### config.mk
export PLATFORM = sky130hd
export DESIGN_NAME = psram_pwr_seq
export DESIGN_NICKNAME = d
export VERILOG_FILES = /design/src/rtl/psram_pwr_pkg.sv /design/src/rtl/psram_hold_timer.sv /design/src/rtl/psram_lost_flag.sv /design/src/rtl/psram_pwr_fsm.sv /design/src/rtl/psram_pwr_seq.sv
export SDC_FILE = /design/constraint.sdc
export NUM_CORES = 1
export LEC_CHECK = 0
export CORE_ASPECT_RATIO = 1.4
export CORE_UTILIZATION = 50
export DETAILED_ROUTE_END_ITERATION = 8
export DONT_BUFFER_PORTS = 1
export HOLD_SLACK_MARGIN = 0.15
export PLACE_DENSITY = 0.69
export SYNTH_ARGS = -nofsm -noshare
export SYNTH_HDL_FRONTEND = slang
export SYNTH_HIERARCHICAL = 1
export SYNTH_SLANG_ARGS = --single-unit
### constraint.sdc
create_clock -name clk -period 4.3 [get_ports clk]
set_input_delay 0.86 -clock clk [delete_from_list [all_inputs] [get_ports clk]]
set_output_delay 0.86 -clock clk [all_outputs]
set_load 0.03 [all_outputs]
### src/rtl/psram_pwr_pkg.sv
package psram_pwr_pkg;

   typedef enum logic [2:0] {
      PS_INIT    = 3'd0,
      PS_ACTIVE  = 3'd1,
      PS_STANDBY = 3'd2,
      PS_DEEP    = 3'd3,
      PS_EXIT    = 3'd4
   } pwr_state_e;

   typedef struct packed {
      logic cs1_n;
      logic cs2;
      logic acc_ok;
   } pin_set_t;

   // Pin levels that belong to each state.
   function automatic pin_set_t pins_of(input pwr_state_e s);
      pin_set_t p;
      p.cs1_n  = 1'b1;
      p.cs2    = 1'b1;
      p.acc_ok = 1'b0;
      case (s)
         PS_ACTIVE: begin
            p.cs1_n  = 1'b0;
            p.acc_ok = 1'b1;
         end
         PS_DEEP:   p.cs2 = 1'b0;
         default:   ;
      endcase
      return p;
   endfunction

endpackage

### src/rtl/psram_hold_timer.sv
module psram_hold_timer #(
   parameter int unsigned W         = 8,
   parameter logic [W-1:0] RST_VAL  = '0
) (
   input  logic         clk,
   input  logic         rst_n,
   input  logic         load,
   input  logic [W-1:0] load_val,
   output logic         zero
);

   logic [W-1:0] cnt_q;

   always_ff @(posedge clk or negedge rst_n) begin
      if (!rst_n)
         cnt_q <= RST_VAL;
      else if (load)
         cnt_q <= load_val;
      else if (cnt_q != '0)
         cnt_q <= cnt_q - 1'b1;
   end

   assign zero = (cnt_q == '0);

   // a freshly loaded nonzero count is not already expired
   load_not_zero_chk: assert property (@(posedge clk) disable iff (!rst_n)
      (load && load_val != '0) |=> !zero);

endmodule

### src/rtl/psram_lost_flag.sv
module psram_lost_flag (
   input  logic clk,
   input  logic rst_n,
   input  logic set,
   input  logic clr,
   output logic flag
);

   always_ff @(posedge clk or negedge rst_n) begin
      if (!rst_n)
         flag <= 1'b0;
      else if (set)
         flag <= 1'b1;
      else if (clr)
         flag <= 1'b0;
   end

   // without a clear the flag never drops
   flag_sticky_chk: assert property (@(posedge clk) disable iff (!rst_n)
      (flag && !clr) |=> flag);

endmodule

### src/rtl/psram_pwr_fsm.sv
module psram_pwr_fsm
   import psram_pwr_pkg::*;
#(
   parameter int unsigned W            = 8,
   parameter logic [W-1:0] UP_VAL      = '0,
   parameter logic [W-1:0] PD_VAL      = '0,
   parameter logic [W-1:0] EXIT_VAL    = '0
) (
   input  logic         clk,
   input  logic         rst_n,
   input  logic         supply_ok,
   input  logic         pd_req,
   input  logic         wake_req,
   input  logic         access_busy,
   input  logic         tmr_zero,
   output pwr_state_e   state_q,
   output pwr_state_e   state_d,
   output logic         tmr_load,
   output logic [W-1:0] tmr_val,
   output logic         lost_set
);

   logic pend_q, pend_d;
   logic pd_acc, wake_acc;

   assign pd_acc   = pd_req   && !access_busy;
   assign wake_acc = wake_req && !access_busy;

   always_comb begin
      state_d  = state_q;
      tmr_load = 1'b0;
      tmr_val  = UP_VAL;
      lost_set = 1'b0;
      if (!supply_ok) begin
         state_d  = PS_INIT;
         tmr_load = 1'b1;
         tmr_val  = UP_VAL;
         lost_set = (state_q == PS_DEEP);
      end else begin
         case (state_q)
            PS_INIT:
               if (tmr_zero) state_d = PS_ACTIVE;
            PS_ACTIVE:
               if (pd_acc) state_d = PS_STANDBY;
            PS_STANDBY:
               if (wake_acc) begin
                  state_d = PS_ACTIVE;
               end else if (pd_acc) begin
                  state_d  = PS_DEEP;
                  tmr_load = 1'b1;
                  tmr_val  = PD_VAL;
               end
            PS_DEEP:
               if (tmr_zero && (pend_q || wake_acc)) begin
                  state_d  = PS_EXIT;
                  tmr_load = 1'b1;
                  tmr_val  = EXIT_VAL;
                  lost_set = 1'b1;
               end
            PS_EXIT:
               if (tmr_zero) state_d = PS_ACTIVE;
            default: begin
               state_d  = PS_INIT;
               tmr_load = 1'b1;
               tmr_val  = UP_VAL;
            end
         endcase
      end
   end

   assign pend_d = (state_q == PS_DEEP) && (state_d == PS_DEEP) && (pend_q || wake_acc);

   always_ff @(posedge clk or negedge rst_n) begin
      if (!rst_n) begin
         state_q <= PS_INIT;
         pend_q  <= 1'b0;
      end else begin
         state_q <= state_d;
         pend_q  <= pend_d;
      end
   end

   // standby with an accepted wake always reaches active
   standby_wake_chk: assert property (@(posedge clk) disable iff (!rst_n)
      (state_q == PS_STANDBY && wake_acc && supply_ok) |=> state_q == PS_ACTIVE);

   // a busy access controller freezes the request-driven states
   busy_hold_chk: assert property (@(posedge clk) disable iff (!rst_n)
      (access_busy && supply_ok && (state_q == PS_ACTIVE || state_q == PS_STANDBY))
      |=> $stable(state_q));

endmodule

### src/rtl/psram_pwr_seq.sv
module psram_pwr_seq
   import psram_pwr_pkg::*;
#(
   parameter int unsigned CLK_HZ       = 100_000_000,
   parameter int unsigned UP_HOLD_US   = 300,
   parameter int unsigned EXIT_HOLD_US = 300,
   parameter int unsigned PD_MIN_NS    = 30,
   parameter bit          REG_OUTPUTS  = 1'b1
) (
   input  logic clk,
   input  logic rst_n,
   input  logic supply_ok,
   input  logic pd_req,
   input  logic wake_req,
   input  logic access_busy,
   input  logic clr_lost,
   output logic cs1_n,
   output logic cs2,
   output logic access_ok,
   output logic data_lost
);

   localparam longint unsigned UP_CYC_L =
      (longint'(CLK_HZ) * longint'(UP_HOLD_US) + 64'd999_999) / 64'd1_000_000;
   localparam longint unsigned EXIT_CYC_L =
      (longint'(CLK_HZ) * longint'(EXIT_HOLD_US) + 64'd999_999) / 64'd1_000_000;
   localparam longint unsigned PD_CYC_L =
      (longint'(CLK_HZ) * longint'(PD_MIN_NS) + 64'd999_999_999) / 64'd1_000_000_000;
   localparam longint unsigned MAX_L =
      (UP_CYC_L > EXIT_CYC_L) ? ((UP_CYC_L > PD_CYC_L) ? UP_CYC_L : PD_CYC_L)
                              : ((EXIT_CYC_L > PD_CYC_L) ? EXIT_CYC_L : PD_CYC_L);
   localparam int unsigned CNT_W = $clog2(MAX_L + 1);
   localparam logic [CNT_W-1:0] UP_VAL   = CNT_W'(UP_CYC_L);
   localparam logic [CNT_W-1:0] EXIT_VAL = CNT_W'(EXIT_CYC_L);
   localparam logic [CNT_W-1:0] PD_VAL   = CNT_W'(PD_CYC_L);

   initial begin
      clk_hz_chk:   assert (CLK_HZ >= 1000)   else $error("CLK_HZ too small");
      up_hold_chk:  assert (UP_HOLD_US > 0)   else $error("UP_HOLD_US must be nonzero");
      exit_hold_chk: assert (EXIT_HOLD_US > 0) else $error("EXIT_HOLD_US must be nonzero");
      pd_min_chk:   assert (PD_MIN_NS > 0)    else $error("PD_MIN_NS must be nonzero");
   end

   pwr_state_e          state_q, state_d;
   logic                tmr_load, tmr_zero, lost_set;
   logic [CNT_W-1:0]    tmr_val;

   psram_pwr_fsm #(
      .W        (CNT_W),
      .UP_VAL   (UP_VAL),
      .PD_VAL   (PD_VAL),
      .EXIT_VAL (EXIT_VAL)
   ) u_fsm (
      .clk         (clk),
      .rst_n       (rst_n),
      .supply_ok   (supply_ok),
      .pd_req      (pd_req),
      .wake_req    (wake_req),
      .access_busy (access_busy),
      .tmr_zero    (tmr_zero),
      .state_q     (state_q),
      .state_d     (state_d),
      .tmr_load    (tmr_load),
      .tmr_val     (tmr_val),
      .lost_set    (lost_set)
   );

   psram_hold_timer #(
      .W       (CNT_W),
      .RST_VAL (UP_VAL)
   ) u_timer (
      .clk      (clk),
      .rst_n    (rst_n),
      .load     (tmr_load),
      .load_val (tmr_val),
      .zero     (tmr_zero)
   );

   psram_lost_flag u_lost (
      .clk   (clk),
      .rst_n (rst_n),
      .set   (lost_set),
      .clr   (clr_lost),
      .flag  (data_lost)
   );

   // Pin drive: either flops loaded from the next state or decode of the
   // current state; both give the same cycle timing.
   generate
      if (REG_OUTPUTS) begin : g_reg_pins
         pin_set_t pins_q;
         always_ff @(posedge clk or negedge rst_n) begin
            if (!rst_n)
               pins_q <= pins_of(PS_INIT);
            else
               pins_q <= pins_of(state_d);
         end
         assign cs1_n     = pins_q.cs1_n;
         assign cs2       = pins_q.cs2;
         assign access_ok = pins_q.acc_ok;
      end else begin : g_dec_pins
         pin_set_t pins_c;
         assign pins_c    = pins_of(state_q);
         assign cs1_n     = pins_c.cs1_n;
         assign cs2       = pins_c.cs2;
         assign access_ok = pins_c.acc_ok;
      end
   endgenerate

   // Counts cycles with cs2 low, for the minimum power-down check.
   logic [CNT_W:0] low_cnt_q;
   always_ff @(posedge clk or negedge rst_n) begin
      if (!rst_n)
         low_cnt_q <= '0;
      else if (cs2)
         low_cnt_q <= '0;
      else if (low_cnt_q != (CNT_W+1)'(PD_CYC_L + 1))
         low_cnt_q <= low_cnt_q + 1'b1;
   end


   cs2_low_cs1_high_chk: assert property (@(posedge clk) disable iff (!rst_n)
      !cs2 |-> cs1_n);


   cs2_fall_setup_chk: assert property (@(posedge clk) disable iff (!rst_n)
      $fell(cs2) |-> $past(cs1_n));


   pd_min_time_chk: assert property (@(posedge clk) disable iff (!rst_n)
      ($rose(cs2) && $past(supply_ok)) |-> low_cnt_q >= (CNT_W+1)'(PD_CYC_L + 1));


   access_only_selected_chk: assert property (@(posedge clk) disable iff (!rst_n)
      access_ok |-> (!cs1_n && cs2));


   supply_loss_chk: assert property (@(posedge clk) disable iff (!rst_n)
      !supply_ok |=> (!access_ok && cs1_n && cs2));


   lost_with_exit_chk: assert property (@(posedge clk) disable iff (!rst_n)
      $rose(data_lost) |-> $rose(cs2));

endmodule

=== Word level (Yosys, flattened, before mapping) ===
Index checks and enable logic that the tools add are counted.

* Equality and inequality tests: 6
* Muxes and demuxes: 25
* Reduce and logical (&&, ||, !) cells: 14
* $add $sub $neg: 1

{| class="wikitable"
|+ Operators with widths
! cell !! count
|-
| 15-bit 2-to-1 mux || 6
|-
| 3-bit 2-to-1 mux || 6
|-
| 15-bit logical NOT || 1
|-
| 15-bit nonzero test || 1
|-
| 15-bit by 1-bit subtractor with 15-bit output, second input constant || 1
|-
| 3-bit one-hot mux with 4 select lines || 1
|-
| 1-bit 2-to-1 mux || 11
|-
| 3-bit by 2-bit equality test with 1-bit output, second input constant || 3
|-
| 3-bit by 1-bit equality test with 1-bit output, second input constant || 2
|-
| 1-bit logical AND || 5
|-
| 2-bit nonzero test || 2
|-
| 3-bit equality test, second input constant || 1
|-
| 3-bit logical NOT || 1
|-
| 1-bit one-hot mux with 3 select lines || 1
|-
| 3-bit OR reduction || 1
|-
| 2-bit OR reduction || 1
|-
| 1-bit logical NOT || 1
|-
| 1-bit logical OR || 1
|}

* Output and inout bits: 4
* Bits in registers: 23

=== Logic depth before layout (Yosys ltp) ===
Gate-level depths: netlist of the first run.

* Word-level depth: 10
* Gate-level depth with buffers: 9
* Depth with buffers taken out: 8

=== Hierarchy ===
The synthesis of the first run kept the hierarchy.

{| class="wikitable"
|+ By module, submodules not included
! module !! cells an instance !! seq. area each (um^2) !! area an instance (um^2) !! times used
|-
| psram_hold_timer || 79 || 384.1 || 838.3 || 1
|-
| psram_pwr_fsm || 50 || 100.1 || 394.1 || 1
|-
| psram_pwr_seq || 6 || 77.6 || 101.3 || 1
|-
| psram_lost_flag || 3 || 25.0 || 36.3 || 1
|}

=== Worst setup path before layout of the first run ===
Ideal clock, no wire load.

* Kind: reg2reg
* From: register u_timer.cnt_q[0]
* To: register u_timer.cnt_q[1]
* Data required time: 4196 ps
* Setup time: 104 ps
* Arrival: 2941 ps
* Slack: 1255 ps
* Cell stages (with the launch flop): 10
* Cell sequence: dfrtp_1 inv_1 ha_1 or4b_1 nor4b_4 o21ai_1 o21ai_0 clkbuf_1 nor2_1 a221oi_1

* Longest elaborated chain between the ends: 6

{| class="wikitable"
|+ Ends and longest elaborated chain
! item !! RTL line !! RTL
|-
| from (decl) || psram_hold_timer.sv:12 || <nowiki>logic [W-1:0] cnt_q;</nowiki>
|-
| from (signal assigned) || psram_hold_timer.sv:18 || <nowiki>cnt_q <= load_val;</nowiki>
|-
| from (signal assigned) || psram_hold_timer.sv:20 || <nowiki>cnt_q <= cnt_q - 1'b1;</nowiki>
|-
| 15-bit logical NOT * || psram_hold_timer.sv:23 || <nowiki>assign zero = (cnt_q == '0);</nowiki>
|-
| via tmr_zero || psram_pwr_seq.sv:45 || <nowiki>logic tmr_load, tmr_zero, lost_set;</nowiki>
|-
| 1-bit logical AND * || psram_pwr_fsm.sv:54 || <nowiki>if (tmr_zero && (pend_q || wake_acc)) begin</nowiki>
|-
| 1-bit 2-to-1 mux * || psram_pwr_fsm.sv:54 ||
|-
| 1-bit one-hot mux with 3 select lines * || psram_pwr_fsm.sv:40 || <nowiki>case (state_q)</nowiki>
|-
| 1-bit 2-to-1 mux * || psram_pwr_fsm.sv:34 || <nowiki>if (!supply_ok) begin</nowiki>
|-
| via tmr_load || psram_pwr_seq.sv:45 ||
|-
| 15-bit 2-to-1 mux / 2-bit nonzero test (equally long branches) || n/a ||
|}

The timed path passes the listed nets; every way through them passes the cells marked *. The select of a mux whose other input is x is not followed.
A chain may end at the register's enable or synchronous reset.

=== Worst setup path in the final report of the first run ===
* From: register u_timer.cnt_q[0]
* To: register u_timer.cnt_q[9]

The elaborated chain is that of the path after synthesis.

==> results of run 1 <==
-- registers in the layout, summed over array words and instances (netlist names) --
register	count
access_ok	1
u_lost/flag	1
u_fsm/pend_q	1
u_fsm/state_q	3
cs1_n	1
u_timer/cnt_q	15
cs2	1
-- per-layer routing --
| layer | vias up | wire [um] |
|---|---|---|
| met5 | - | 0 |
| met3 | 4 | 71 |
| met1 | 465 | 1030 |
| met2 | 18 | 1250 |
| li1 | 460 | - |
| met4 | 0 | 27 |
-- area by class of cell --
cell class,instances,area share
inverters,7,0.0194
clock buffers,4,0.0194
flip-flops and latches,23,0.434
well taps,36,0.0333
repair buffers,1,0.00556
multi-input cells,96,0.488
-- stage by stage --
step | total power, W | utilization | instances | cell area [um2]
3_3_place_gp | 0.000294 | 0.507 | 163 | 1330
6_report | 0.000390 | 0.517 | 167 | 1350
5_1_grt | 0.000413 | 0.517 | 167 | 1350
4_1_cts | 0.000396 | 0.517 | 167 | 1350
3_5_place_dp | 0.000296 | 0.507 | 163 | 1330
2_1_floorplan | 0.000290 | - | 143 | 1390
-- path summary, 6_finish.rpt --
path / endpoint / slack [ns] / depth (start not counted)
max: u_timer/cnt_q[9] / 1.22 / 9
max reg2reg: u_timer/cnt_q[9] / 1.22 / 9
min in group clk: u_timer/cnt_q[14] / 0.51 / 2
min: u_timer/cnt_q[2] / 0.23 / 0
max in group asynchronous: cs1_n / 3.89 / 0
min reg2reg: u_timer/cnt_q[14] / 0.51 / 2
-- power by group --
| part | leakage [nW] | switching (W) | internal, W |
|---|---|---|---|
| registers | 0.276 | 0.0000130 | 0.000233 |
| clock network | 0.0150 | 0.0000608 | 0.0000361 |
| logic | 0.276 | 0.0000237 | 0.0000227 |
-- cells in the final DEF (no fill, tap or decap), types with 3 or more instances in the layout --
master / n
sky130_fd_sc_hd__a21oi_1: 3
sky130_fd_sc_hd__a22o_1: 8
sky130_fd_sc_hd__clkbuf_4: 3
sky130_fd_sc_hd__conb_1: 6
sky130_fd_sc_hd__dfrtp_1: 14
sky130_fd_sc_hd__dfstp_2: 9
sky130_fd_sc_hd__inv_1: 7
sky130_fd_sc_hd__nand2_1: 7
sky130_fd_sc_hd__nand2b_1: 3
sky130_fd_sc_hd__nor2_1: 6
sky130_fd_sc_hd__nor3_1: 5
sky130_fd_sc_hd__o21ai_0: 4
sky130_fd_sc_hd__o21ai_1: 3
sky130_fd_sc_hd__o31ai_1: 4
sky130_fd_sc_hd__or4_1: 4
sky130_fd_sc_hd__xor2_1: 8
-- kinds of logic (layout without fill, tap and decap cells) --
kind of cell | after synthesis | count (layout) | synth area share
DFF | 23 | 23 | 0.428
and+or+nand+nor | 47 | 47 | 0.224
other | 1 | 6 | 0.00274
xor gates and xnor gates | 10 | 10 | 0.0639
adders and majority gates | 1 | 1 | 0.00913
buffers and inverters | 24 | 12 | 0.104
muxes | 1 | 1 | 0.00822
AOI/OAI and AO/OA | 31 | 31 | 0.160
-- worst max-delay path: cells and delay by family, from the launching register on --
family                     cells  cell delay (ns)
DFF                            1             0.41
and+or+nand+nor                3             1.38
buffers and inverters          2             0.36
AOI/OAI and AO/OA              3             0.63
adders and majority gates      1             0.19
==> results list, run 1 <==
- Status: completed
* CTS tree: built
* Area of the multi-input gates: 659 um2
- Wire length of the first global-routing pass: 4260 um
- Cell type contributing the most total cell area after synthesis: sky130_fd_sc_hd__dfrtp_1
- Final Cycle Share: 0.716
* Post-DP HPWL: 1760 um
- The worst path in the final design needs a cycle of 3.08 ns, including I/O delays and setup.
- Peak per-stage delay on the critical path: 0.70 ns
* Clock Latency Late Sink: 0.30 ns
- The number of global-route vias before repair came to 978.
- Share of flip-flops with an asynchronous set or reset after synthesis: 1.00
- The number of hold buffers added after CTS was 0.
- Number of antenna violations at the first check in global routing: 0
- Slowest stage cell, crit path: sky130_fd_sc_hd__nor4b_4
- In this run the static leakage power is 0.566 nW.
* Critical Path RT: 4.50 ns
- A synthesized cell averages 9.93 um2.
- Of the synthesized area, sequential elements account for 0.428.
- The number of endpoints with negative hold slack in the final report was 0.
- Synth Cell Area: 0.00137 mm2
- Share of final-layout standard cells stronger than drive strength 1: 0.145
* Highest net fanout along the worst path: 23
- Starting utilization of the core area: 0.524
- Number of post-CTS setup repair buffers: 0
- Max clock buf depth: 2
- Top cells by count, synth: sky130_fd_sc_hd__buf_4 (14), sky130_fd_sc_hd__dfrtp_1 (14), sky130_fd_sc_hd__dfstp_2 (9)
- Grt met1 use: 0.252
- At the worst endpoint, the arrival time is 3.28 ns.
- In the final routed layout, each cell accounts on average for 14.2 um.
* Setup slack of the critical path after layout: 1.22 ns
- Row cnt: 22
* Met3 track demand over resource: 0.0395
* Max cap viols: 0
- Cell at the root of the clock tree: sky130_fd_sc_hd__clkbuf_4
- Across all hold checks on the routed design, the worst slack comes to 0.230 ns.
* DR DRC count: 0
- Final setup vio count: 0
* Power density over the cells: 288 mW/mm2
- The detail route stage leaves a number of antenna-violating nets equal to 0.
- Setup slack at placement: 1.24 ns
- STA classifies the critical path endpoint as a flip-flop.
* Worst setup SP type: flip-flop
* Aggregate global routing overflow: 0
* Worst Setup SP: u_timer/cnt_q[0]
* Avg Vias per Cell: 5.67
- Weighted congestion at the end of routability-driven global placement: 0.791
- Die area: 0.00296 mm2
- Buffers placed on the I/O ports in this run total 0.
- Yosys mapped the design onto 43 distinct sky130hd cell types.
- Number of I/O pins: 11
- The final layout contains 140 nets.
* Number of flops mapped to enable cells by yosys: 0
* Total Routed Length: 2380 um
* Filler Cells Inserted: 243
- The most numerous cell type found on the critical path is sky130_fd_sc_hd__o21ai_1.
- Detailed routing inserted a total of 947 vias.
* Core region area: 0.00262 mm2
* Grt peak-use layer: met2
- The worst pin sits at a relative slew slack of 0.514.
- Aggregate global-route resource usage: 0.194
* Growth of design area from synthesis to finish: -1.37%
* Highest Clock Rate: 0.325 GHz
- Counting flops and latches in the post-synthesis netlist gives 23.
- Synth Instances: 138
- The first routing iteration left 16 violations.
- Met2 GRT Util: 0.317
* Largest net degree at the start of global routing: 24
* Cell breakdown of the critical path: inv_1 > ha_1 > or4b_1 > nor4b_4 > o21ai_1 > o21ai_1 > buf_4 > nor2_2 > a22o_1
- In the final timing run, aggregate negative setup slack is 0 ns.
- In this run, post-CTS repair resized a total of 0 instances.
- The die is 46.2 um wide.
- Number of levels the H-tree was split into: 1
* Die Ht: 63.9 um
- Number of buffers added by the clock tree synthesis step: 3
* Fin Clk Skew: 0.00780 ns
- 0 antenna diodes ended up in the layout.
- Slew at the pin with the worst max-slew slack: 0.726 ns
- During synthesis, Yosys emitted a total of 6 warnings.
- Summing all flip-flop and latch instances after layout gives 587 um2.
- Share of Yosys cell area claimed by the top area cell type: 0.256
- In the synthesized netlist the dominant register cell turns out to be sky130_fd_sc_hd__dfrtp_1.
* Clk sink count: 23
- Across the VDD grid, the largest voltage drop is 0.159 mV.
* Number of slew-limit violations in the final report: 0
- The worst setup path is of the reg -> reg kind.
- Leading cell types by total area after synthesis: sky130_fd_sc_hd__dfrtp_1 (26%), sky130_fd_sc_hd__dfstp_2 (17%), sky130_fd_sc_hd__buf_4 (7.7%)
* Unrepaired setup endpoints after global routing: no
- Worst r2r src: u_timer/cnt_q[0]
- Clock Pin Slew Worst Setup and Hold Paths: 0.12 ns
- The worst hold path belongs to the class in -> async.
* First-pass iteration count of the detailed router: 4
Power figures use the tool's default switching activity.
==> inputs of run 2 (changes only) <==
Settings changed: PLACE_DENSITY 0.69 to 0.72.
Clock period 4.3 ns to 2.5 ns, I/O delays scaled along.
==> results list, run 2 (synthesis gave the netlist of run 1 again) <==
- Status: completed (unchanged)
- The clock tree root driver cell is sky130_fd_sc_hd__clkbuf_4 (unchanged).
- The final net count came to 154 (was 140).
- Share of power burned in registers: 0.611 (was 0.632)
* Max clock buf depth: 2 (unchanged)
- The final period demand of the worst path came to 2.45 ns (was 3.08 ns).
- DR DRC count: 0 (unchanged)
- The total vias in the final route came to 965 (was 947).
- The initial core utilization came to 0.524 (unchanged).
- Max-slew headroom: 0.357 (was 0.514)
- Die area: 0.00296 mm2 (unchanged)
- The half-perimeter wire length after detailed placement came to 1840 um (was 1760 um).
* Worst IR Drop VDD: 0.304 mV (was 0.159 mV)
- The maximum number of pins on one net before global-route repair was 24 (unchanged).
- The transition at the pin with the smallest max-transition slack came to 0.961 ns (was 0.726 ns).
* Final setup vio count: 0 (unchanged)
- Proportion of power drawn by combinational gates: 0.150 (was 0.119)
* Regs by FF count: u_timer/cnt_q: 15 flops, u_fsm/state_q: 3 flops (unchanged)
- The first-iteration detailed-routing DRC count is 16 (unchanged).
- Internal power summed over all cells: 0.000515 W (was 0.000292 W)
* Clock share of power: 0.239 (was 0.249)
- Number of I/O pins: 11 (unchanged)
* Max cap viols: 0 (unchanged)
- The global-route wire length before repair is 4180 um (was 4260 um).
- Aggregate global-route resource usage: 0.189 (was 0.194)
- The share of post-route cells with drive strength above 1 was 0.276 (was 0.145).
* Clock Latency Late Sink: 0.30 ns (about the same)
- Aggregate global routing overflow: 0 (unchanged)
- The final worst clock skew was 0.00430 ns (was 0.00780 ns).
- The worst endpoint data arrival time is 2.68 ns (was 3.28 ns).
- Avg Vias per Cell: 5.33 (was 5.67)
- The total iterations of the first detailed-routing run came to 4 (unchanged).
- Number of cells after detailed placement: 169 (was 163)
* Number of buffers added by the clock tree synthesis step: 3 (unchanged)
- The die extent in x is 46.2 um (unchanged).
- Crit end category: flip-flop (unchanged)
- The class of the tightest hold or removal check is in -> reg (was in -> async).
* Highest Clock Rate: 0.408 GHz (was 0.325 GHz)
* # port buffers: 0 (unchanged)
- Slowest stage cell, crit path: sky130_fd_sc_hd__or4b_4 (was sky130_fd_sc_hd__nor4b_4)
- The reported leakage power came to 0.638 nW (was 0.566 nW).
* Vias in the first global route: 982 (was 978)
* Final Hold Vio Count: 0 (unchanged)
* Total Routed Length: 2450 um (was 2380 um)
- The count of antenna diodes in the layout came to 0 (unchanged).
- The clock tree from TritonCTS is built (unchanged).
- The initial antenna violation count came to 0 (unchanged).
- Cell breakdown of the critical path: inv_2 > ha_4 > or4b_4 > nor4b_4 > buf_4 > nand2_2 > a21oi_2 > o31a_1 > or3b_1 (was inv_1 > ha_1 > or4b_1 > nor4b_4 > o21ai_1 > o21ai_1 > buf_4 > nor2_2 > a22o_1)
- The total count of max-transition violations in the final report is 0 (unchanged).
- The area overhead of the layout relative to synthesis came to 8.68% (was -1.37%).
- Unrepaired setup endpoints after global routing: yes (was no)
- The switching share of total power came to 0.256 (was 0.250).
- The clock slew at the register clock pins of the worst setup and hold paths came to 0.12 ns (about the same).
* Delay-heaviest family, CP: simple AND/OR/NAND/NOR gates (unchanged)
- The count of buffer and inverter cells on the critical path was 2 (unchanged).
- The power per standard cell area is 465 mW/mm2 (was 288 mW/mm2).
- Row cnt: 22 (unchanged)
* Final Cycle Share: 0.980 (was 0.716)
* Register with the most flip-flops: u_timer/cnt_q (unchanged)
- The total power consumption of the routed design was 0.000692 W (was 0.000390 W).
* Critical Path RT: 2.73 ns (was 4.50 ns)
* Highest net fanout along the worst path: 6 (was 23)
- Number of levels the H-tree was split into: 1 (unchanged)
* Die Ht: 63.9 um (unchanged)
- The clock sink total was 23 (unchanged).
* Net Sw Power: 0.000177 W (was 0.0000976 W)
* Cell Count, Final, Fillers Out: 181 (was 167)
- DR WL/cell: 13.5 um (was 14.2 um)
- Peak per-stage delay on the critical path: 0.49 ns (was 0.70 ns)
- Weighted congestion at the end of routability-driven global placement: 0.784 (was 0.791)
* Remaining number of nets flagged by the antenna check after routing: 0 (unchanged)
* Number of flip-flops in the largest register: 15 (unchanged)
- Core region area: 0.00262 mm2 (unchanged)
- The kind of critical path is reg -> reg (unchanged).
- Commonest non-fill, non-tap cells in the layout: sky130_fd_sc_hd__dfrtp_1 (14), sky130_fd_sc_hd__buf_4 (14), sky130_fd_sc_hd__dfstp_2 (9), sky130_fd_sc_hd__xor2_1 (8), sky130_fd_sc_hd__a22o_1 (8) (was sky130_fd_sc_hd__dfrtp_1 (14), sky130_fd_sc_hd__dfstp_2 (9), sky130_fd_sc_hd__xor2_1 (8), sky130_fd_sc_hd__a22o_1 (8)).
* Worst setup SP type: flip-flop (unchanged)
==> run 2: path summary, 6_finish.rpt <==
kind,startpoint,to,slack [ns],depth (start not counted)
max,u_timer/cnt_q[0],cs1_n,0.05,9
min,supply_ok,u_fsm/pend_q,0.33,2
max reg2reg,u_timer/cnt_q[0],cs1_n,0.05,9
min reg2reg,u_timer/cnt_q[14],u_timer/cnt_q[14],0.49,2
max in group asynchronous,rst_n,u_fsm/state_q[0],1.13,1
min in group asynchronous,rst_n,u_timer/cnt_q[11],0.79,1
==> run 2: power groups by stage <==
stage	Combinational, W	Sequential, W	Clock [W]
floorplan	0.0000807	0.000424	0
global placement	0.0000867	0.000428	0
detailed placement	0.0000900	0.000430	0
CTS	0.0000989	0.000423	0.000173
global route	0.000117	0.000426	0.000189
finish	0.000104	0.000423	0.000165
==> run 2: timing repair <==
| item | 4_1_cts | 5_1_grt |
|---|---|---|
| setup buffers | 0 | 7 |
| hold buffers | 1 | 0 |
| hold endpoints to repair | 23 | 0 |
| endpoints found under the setup margin | 0 | 12 |
| resized for setup | 0 | 2 |
==> run 2: layout make-up <==
class,instances,area [um2]
sequential,23,587
clock buffer,4,26.3
inverter,7,26.3
multi-input combinational,96,689
tap,36,45.0
fill,235,1130
timing repair buffer,15,115
==> run 2: through the flow <==
| stage | hold slack (ns) | setup TNS [ns] | instance area, um2 | util | worst slack [ns] |
|---|---|---|---|---|---|
| 2_1_floorplan | 0.204 | -0.737 | 1420 | - | -0.123 |
| 3_3_place_gp | 0.205 | 0 | 1390 | 0.533 | 0.0928 |
| 3_5_place_dp | 0.205 | 0 | 1390 | 0.533 | 0.0363 |
| 4_1_cts | 0.313 | 0 | 1430 | 0.547 | 0.00373 |
| 5_1_grt | 0.310 | -0.0514 | 1490 | 0.569 | -0.0498 |
| 6_report | 0.333 | 0 | 1490 | 0.569 | 0.0495 |
==> run 2: routing by layer <==
metal  global-route usage  share of wire  vias up
met5                    0              0        -
met4               0.0699          0.018        0
met3               0.0226          0.024        4
met2                0.326           0.52       12
met1                0.231           0.44      460
li1                     -              -      489
